`src/rtl/nic_pkg.sv`:
```
package nic_pkg;
  localparam int unsigned NIC_CODES_DFLT  = 16;
  localparam int unsigned NIC_DEPTH_DFLT  = 4;
  localparam int unsigned NIC_ADDR_W_DFLT = 16;
endpackage

```
`src/rtl/nic_pend_latch.sv`:
```
module nic_pend_latch #(
  parameter int NUM_CODES = 16,
  parameter int CODE_W    = 4
) (
  input  logic              clk,
  input  logic              rst,
  input  logic              req_valid,
  input  logic [CODE_W-1:0] req_code,
  input  logic              clr,
  input  logic [CODE_W-1:0] clr_code,
  input  logic              thr_open,
  input  logic [CODE_W-1:0] thr_code,
  output logic [CODE_W-1:0] irq_q
);
  logic [NUM_CODES-1:0] pend_q, pend_d;
  logic [CODE_W-1:0]    best;

  // next state of each pending bit; a new request wins over a clear
  for (genvar g = 0; g < NUM_CODES; g++) begin : g_bit
    if (g == 0) begin : g_null
      assign pend_d[g] = 1'b0;
    end else begin : g_code
      assign pend_d[g] = (req_valid && req_code == CODE_W'(g)) ||
                         (pend_q[g] && !(clr && clr_code == CODE_W'(g)));
    end
  end

  // smallest eligible code wins: scan downward so the last hit is the lowest
  always_comb begin
    best = '0;
    for (int c = NUM_CODES - 1; c >= 1; c--) begin
      if (pend_q[c] && (thr_open || CODE_W'(c) < thr_code)) best = CODE_W'(c);
    end
  end

  always_ff @(posedge clk) begin
    if (rst) begin
      pend_q <= '0;
      irq_q  <= '0;
    end else begin
      pend_q <= pend_d;
      irq_q  <= clr ? '0 : best;
    end
  end
endmodule

```
`src/rtl/nic_nest_stack.sv`:
```
module nic_nest_stack #(
  parameter int CODE_W  = 4,
  parameter int DEPTH   = 4,
  parameter int DEPTH_W = 3
) (
  input  logic               clk,
  input  logic               rst,
  input  logic               push,
  input  logic [CODE_W-1:0]  push_code,
  input  logic               pop,
  output logic [CODE_W-1:0]  top_code,
  output logic               empty,
  output logic               full,
  output logic [DEPTH_W-1:0] level
);
  logic [DEPTH_W-1:0] sp_q;
  logic [CODE_W-1:0]  slot_q [DEPTH];

  for (genvar g = 0; g < DEPTH; g++) begin : g_slot
    always_ff @(posedge clk) begin
      if (rst)                                  slot_q[g] <= '0;
      else if (push && sp_q == DEPTH_W'(g))     slot_q[g] <= push_code;
    end
  end

  always_ff @(posedge clk) begin
    if (rst)                sp_q <= '0;
    else if (push && !full) sp_q <= sp_q + DEPTH_W'(1);
    else if (pop && !empty) sp_q <= sp_q - DEPTH_W'(1);
  end

  always_comb begin
    top_code = '0;
    for (int i = 0; i < DEPTH; i++) begin
      if (sp_q == DEPTH_W'(i + 1)) top_code = slot_q[i];
    end
  end

  assign empty = (sp_q == '0);
  assign full  = (sp_q == DEPTH_W'(DEPTH));
  assign level = sp_q;
endmodule

```
`src/rtl/nic_vec_table.sv`:
```
module nic_vec_table #(
  parameter int NUM_CODES = 16,
  parameter int CODE_W    = 4,
  parameter int ADDR_W    = 16
) (
  input  logic              clk,
  input  logic              rst,
  input  logic              we,
  input  logic [CODE_W-1:0] waddr,
  input  logic [ADDR_W-1:0] wdata,
  input  logic              re,
  input  logic [CODE_W-1:0] raddr,
  output logic [ADDR_W-1:0] rd_q
);
  logic [ADDR_W-1:0] mem [NUM_CODES];

  always_ff @(posedge clk) begin
    if (we) mem[waddr] <= wdata;
  end

  always_ff @(posedge clk) begin
    if (rst)     rd_q <= '0;
    else if (re) rd_q <= mem[raddr];
  end
endmodule

```
`src/rtl/nest_irq_ctrl.sv`:
```
module nest_irq_ctrl
  import nic_pkg::*;
#(
  parameter int NUM_CODES = NIC_CODES_DFLT,
  parameter int DEPTH     = NIC_DEPTH_DFLT,
  parameter int ADDR_W    = NIC_ADDR_W_DFLT,
  localparam int CODE_W   = $clog2(NUM_CODES),
  localparam int DEPTH_W  = $clog2(DEPTH + 1)
) (
  input  logic               clk,
  input  logic               rst,
  input  logic               req_valid,
  input  logic [CODE_W-1:0]  req_code,
  input  logic               boundary,
  input  logic               eoh,
  input  logic               vec_we,
  input  logic [CODE_W-1:0]  vec_waddr,
  input  logic [ADDR_W-1:0]  vec_wdata,
  output logic               branch_req,
  output logic [CODE_W-1:0]  branch_code,
  output logic [ADDR_W-1:0]  branch_addr,
  output logic [CODE_W-1:0]  irq_code,
  output logic [CODE_W-1:0]  svc_code,
  output logic [DEPTH_W-1:0] nest_depth
);
  logic [CODE_W-1:0]  irq_q, top_code;
  logic               stk_empty, stk_full, dispatch, retire;
  logic [DEPTH_W-1:0] lvl;

  // a retirement in the same cycle takes precedence; dispatch waits
  assign dispatch = boundary && (irq_q != '0) && !stk_full && !eoh;
  assign retire   = eoh && !stk_empty;

  nic_pend_latch #(.NUM_CODES(NUM_CODES), .CODE_W(CODE_W)) pend_i (
    .clk(clk), .rst(rst), .req_valid(req_valid), .req_code(req_code),
    .clr(dispatch), .clr_code(irq_q), .thr_open(stk_empty),
    .thr_code(top_code), .irq_q(irq_q)
  );

  nic_nest_stack #(.CODE_W(CODE_W), .DEPTH(DEPTH), .DEPTH_W(DEPTH_W)) stk_i (
    .clk(clk), .rst(rst), .push(dispatch), .push_code(irq_q), .pop(retire),
    .top_code(top_code), .empty(stk_empty), .full(stk_full), .level(lvl)
  );

  nic_vec_table #(.NUM_CODES(NUM_CODES), .CODE_W(CODE_W), .ADDR_W(ADDR_W)) vec_i (
    .clk(clk), .rst(rst), .we(vec_we), .waddr(vec_waddr), .wdata(vec_wdata),
    .re(dispatch), .raddr(irq_q), .rd_q(branch_addr)
  );

  always_ff @(posedge clk) begin
    if (rst) begin
      branch_req  <= 1'b0;
      branch_code <= '0;
    end else begin
      branch_req <= dispatch;
      if (dispatch) branch_code <= irq_q;
    end
  end

  assign irq_code   = irq_q;
  assign svc_code   = top_code;
  assign nest_depth = lvl;
endmodule

```
`config.mk`:
```
export PLATFORM = sky130hd
export DESIGN_NAME = nest_irq_ctrl
export DESIGN_NICKNAME = d
export VERILOG_FILES = /design/src/rtl/nic_pkg.sv /design/src/rtl/nic_pend_latch.sv /design/src/rtl/nic_nest_stack.sv /design/src/rtl/nic_vec_table.sv /design/src/rtl/nest_irq_ctrl.sv
export SDC_FILE = /design/constraint.sdc
export NUM_CORES = 1
export LEC_CHECK = 0
export ABC_AREA = 1
export CAP_MARGIN = 5
export CORE_ASPECT_RATIO = 1.75
export CORE_UTILIZATION = 50
export CTS_CLUSTER_SIZE = 14
export DETAILED_ROUTE_END_ITERATION = 10
export DONT_BUFFER_PORTS = 1
export SLEW_MARGIN = 20
export SYNTH_ARGS = -nofsm -noshare
export SYNTH_HDL_FRONTEND = slang
export SYNTH_HIERARCHICAL = 1
export SYNTH_SLANG_ARGS = --single-unit
```
`constraint.sdc`:
```
create_clock -name clk -period 2.8 [get_ports clk]
set_clock_uncertainty 0.15 [all_clocks]
set_input_delay 0.56 -clock clk [delete_from_list [all_inputs] [get_ports clk]]
set_output_delay 0.56 -clock clk [all_outputs]
set_load 0.005 [all_outputs]
```
==> reports/metrics.yaml <==
cp-startpoint: "stk_i/level[0]"
total_power_mw: 10.7
vias: 9183
grt_max_degree: 135
final_hold_viol_count: 0
syn_area_mm2: 0.0134
clock_path_buffers: 3
placed_cell_area_mm2: 0.0138
cap_viol_max_count: 0
worstPathCellList: "inv_1 -> ha_1 -> inv_2 -> nor2_4 -> nand2_1 -> nand3_1 -> nand2_1 -> nand2_2 -> buf_4"
cp_num_buf_inv: 3
fin_crit_sh_pct: 95.0
tritoncts: "built"
fp.dieH_um: 219
slew_headroom_pct: 41.0
clk_pin_slew_ns: 0.07
finalSetupTns_ns: 0
start_kind: "register"
root_buffer: "clkbuf_16"
regToRegEndpoint: "pend_i/irq_q[2]"
fillers: 2300
routed_wirelength_mm: 33.1
ctsHtreeMaxLevel: 1
num_io_pins: 62
hold_path_depth: 3
cp_data_arrival_time_ns: 1.95
p_leak_nw: 5.56
r2r_slack_ns: 0.28
num_rows: 79
ys_ff_latch: 315
syn_nets: 1312
synth_area_leaders: "edfxtp_1 61%, nand2_1 12%, nand3_1 8.9%, dfxtp_1 6.4%, nor2_1 2.8%"
first_pass_iters: 7
antenna_found_initial: 1
synth.avg_cell_area_um2: 10.5
die_width_um: 126
grt_pass1_wl_mm: 50.7
overflow: 0
dr.first_iter.drc_count: 645
first_global_vias: 8863
portBuffers: 0
crit_path_max_incr_delay_ns: 0.34
synth.top_cell.area_share_pct: 60.8
critical-path-slowest-cell: "dfxtp_2"
drive_above_1_share_pct: 9.98
period_needed_ns: 2.66
r2r-start: "stk_i/level[0]"
crit_path_end_kind: "primary output"
start_util_pct: 50.7
rsz0062_at_grt: "false"
area_growth_syn_to_layout_pct: 10.6
clock_latency_ns: 0.57
sw_frac_of_total_pct: 27.7
cellInternalPower_mw: 7.71
numCtsBuffers: 29
cp.required_ns: 2.09
fmax_mhz: 376
cts.sinks: 315
synth_warnings: 6
worst-path-max-fanout: 6
min_to: "branch_code[1]"
core-area_mm2: 0.0265
clkPwrFrac_pct: 34.4
setup_violations: 0
crit_type: "reg2out"
hold_class: "in2reg"
track_usage_pct: 24.5
powerDensity_mw_per_mm2: 717
pwr-share-comb_pct: 15.5
viasPerCell: 5.57
worst_pin_slew_ns: 0.885
crit_top_cell: "nand2_1"
die_area_mm2: 0.0276
vdd_ir_drop_max_mv: 0.523
drtAntennaViolNets: 0
timing.hold.ws_ns: 0.0324
drc: 0
dp_hpwl_mm: 20.4
crit_family: "simple AND/OR/NAND/NOR gates"
syn_inst: 1276
status: "finished clean"
nets: 1338
worst-r2r-cell-count: 16
seq_area_frac_synth_pct: 67.2
wire_per_inst_um: 20.1
hold_path_startpoint: "eoh"
gp_congestion: 0.857
power_frac_seq_pct: 50.1
netSwitchingPower_mw: 2.95
synthDistinctLibCells: 35
yosysTopAreaCell: "edfxtp_1"
finalInstanceArea_mm2: 0.0149
maxSlewViolCount: 0
-- worst max-delay path by stage --
stage | endpoint | slack, ns | cells past startpoint
global route | svc_code[3] | 0.01 | 9
CTS | svc_code[3] | 0.02 | 9
finish | svc_code[3] | 0.14 | 9
detailed placement | pend_i/irq_q[2] | 0.13 | 14
global placement | pend_i/irq_q[0] | 0.14 | 22
floorplan | stk_i/slot_q[3][0] | 0.17 | 12
-- sequential cells by signal, summed over array words and instances, names as in the netlist --
register / count
pend_i/pend_q: 15
stk_i/level: 3
vec_i/mem: 256
vec_i/rd_q: 16
stk_i/slot_q: 16
branch_req: 1
branch_code: 4
pend_i/irq_q: 4
-- placed cells by master, fill, tap and decap left out, types with 8 or more instances in the layout --
| cell type | netlist | layout |
|---|---|---|
| inv_2 | 8 | 8 |
| edfxtp_1 | 272 | 272 |
| buf_4 | 4 | 32 |
| inv_1 | 52 | 51 |
| clkinv_1 | 4 | 9 |
| a21oi_1 | 22 | 22 |
| dlygate4sd3_1 | 0 | 18 |
| nor2_1 | 99 | 81 |
| clkbuf_16 | 0 | 29 |
| nand3_1 | 238 | 238 |
| nor2_2 | 2 | 18 |
| o21ai_0 | 16 | 16 |
| nand2_2 | 5 | 8 |
| dfxtp_1 | 43 | 38 |
| nand2_1 | 419 | 416 |
-- power by group through the flow --
| stage | sequential (mW) | clock [mW] | combinational [mW] |
|---|---|---|---|
| 2_1_floorplan | 5.41 | 0 | 1.19 |
| 6_report | 5.34 | 3.67 | 1.65 |
| 5_1_grt | 5.35 | 3.90 | 1.85 |
| 3_3_place_gp | 5.44 | 0 | 1.54 |
| 4_1_cts | 5.34 | 3.75 | 1.65 |
| 3_5_place_dp | 5.44 | 0 | 1.55 |
-- cells by family (layout without fill, tap and decap cells) --
logic type / Yosys count / in the layout / synth area share [%]
other: 0 / 1 / 0
buffers and inverters: 124 / 171 / 5.06
AO/OA/AOI/OAI: 54 / 54 / 2.47
AND/OR/NAND/NOR: 777 / 777 / 24.7
adder cells (fa/ha/maj): 6 / 6 / 0.559
flip-flops: 315 / 315 / 67.2
-- synthesized netlist by cell type --
| library cell | number |
|---|---|
| a21boi_0 | 1 |
| a21boi_1 | 1 |
| a21oi_1 | 22 |
| a21oi_2 | 1 |
| a31oi_1 | 1 |
| and3_1 | 1 |
| buf_2 | 15 |
| buf_4 | 4 |
| buf_6 | 24 |
| clkbuf_1 | 17 |
| clkinv_1 | 4 |
| dfxtp_1 | 43 |
| edfxtp_1 | 272 |
| ha_1 | 6 |
| inv_1 | 52 |
| inv_2 | 8 |
| nand2_1 | 419 |
| nand2_2 | 5 |
| nand2_4 | 3 |
| nand3_1 | 238 |
| nand3_2 | 1 |
| nand3b_1 | 4 |
| nor2_1 | 99 |
| nor2_2 | 2 |
| nor2_4 | 2 |
| nor2_8 | 1 |
| nor3_2 | 1 |
| o211ai_1 | 3 |
| o211ai_2 | 1 |
| o211ai_4 | 1 |
| o21ai_0 | 16 |
| o21ai_2 | 2 |
| o21bai_1 | 1 |
| o31ai_1 | 4 |
| or2_0 | 1 |
-- per-stage QoR --
step,setup WS [ns],std cells,utilization (%)
floorplan,0.172,1276,-
CTS,0.0155,1647,56.0
global route,0.0112,1648,56.1
detailed placement,0.126,1576,52.0
global placement,0.138,1576,52.0
finish,0.139,1648,56.1
-- worst reg2reg max path, delay by kind of cell, from the launching register on --
family,cells,cell delay [ns]
AOI/OAI and AO/OA,2,0.33
buffers and inverters,4,0.41
DFF,1,0.37
adders and majority gates,1,0.22
and+or+nand+nor,9,0.96
-- timing repair --
| action | in CTS | in global routing |
|---|---|---|
| endpoints found under the setup margin | 4 | 8 |
| pin swaps | 0 | 0 |
| buffers inserted | 0 | 0 |
| endpoints found under the hold margin | 294 | 0 |
| cloned | 0 | 0 |
| hold buffers | 19 | 0 |
| resized for setup | 7 | 7 |
-- final cells by class --
class / instances / area [um2] / area share [%]
Antenna cell: 1 / 2.50 / 0.0168
Sequential cell: 315 / 9040 / 60.8
Clock buffer: 36 / 752 / 5.06
Timing Repair Buffer: 55 / 520 / 3.50
Multi-Input combinational cell: 837 / 3790 / 25.5
Inverter: 64 / 246 / 1.66
Clock inverter: 16 / 104 / 0.699
Tap cell: 324 / 405 / 2.73
-- routing by layer --
layer	global-route usage, %	vias to the layer above	share of wire [%]
li1	-	4386	-
met1	28.3	4457	37
met2	45.8	283	54
met3	3.46	57	5.7
met4	9.12	0	2.7
met5	0	-	0
Power figures use the tool's default switching activity.
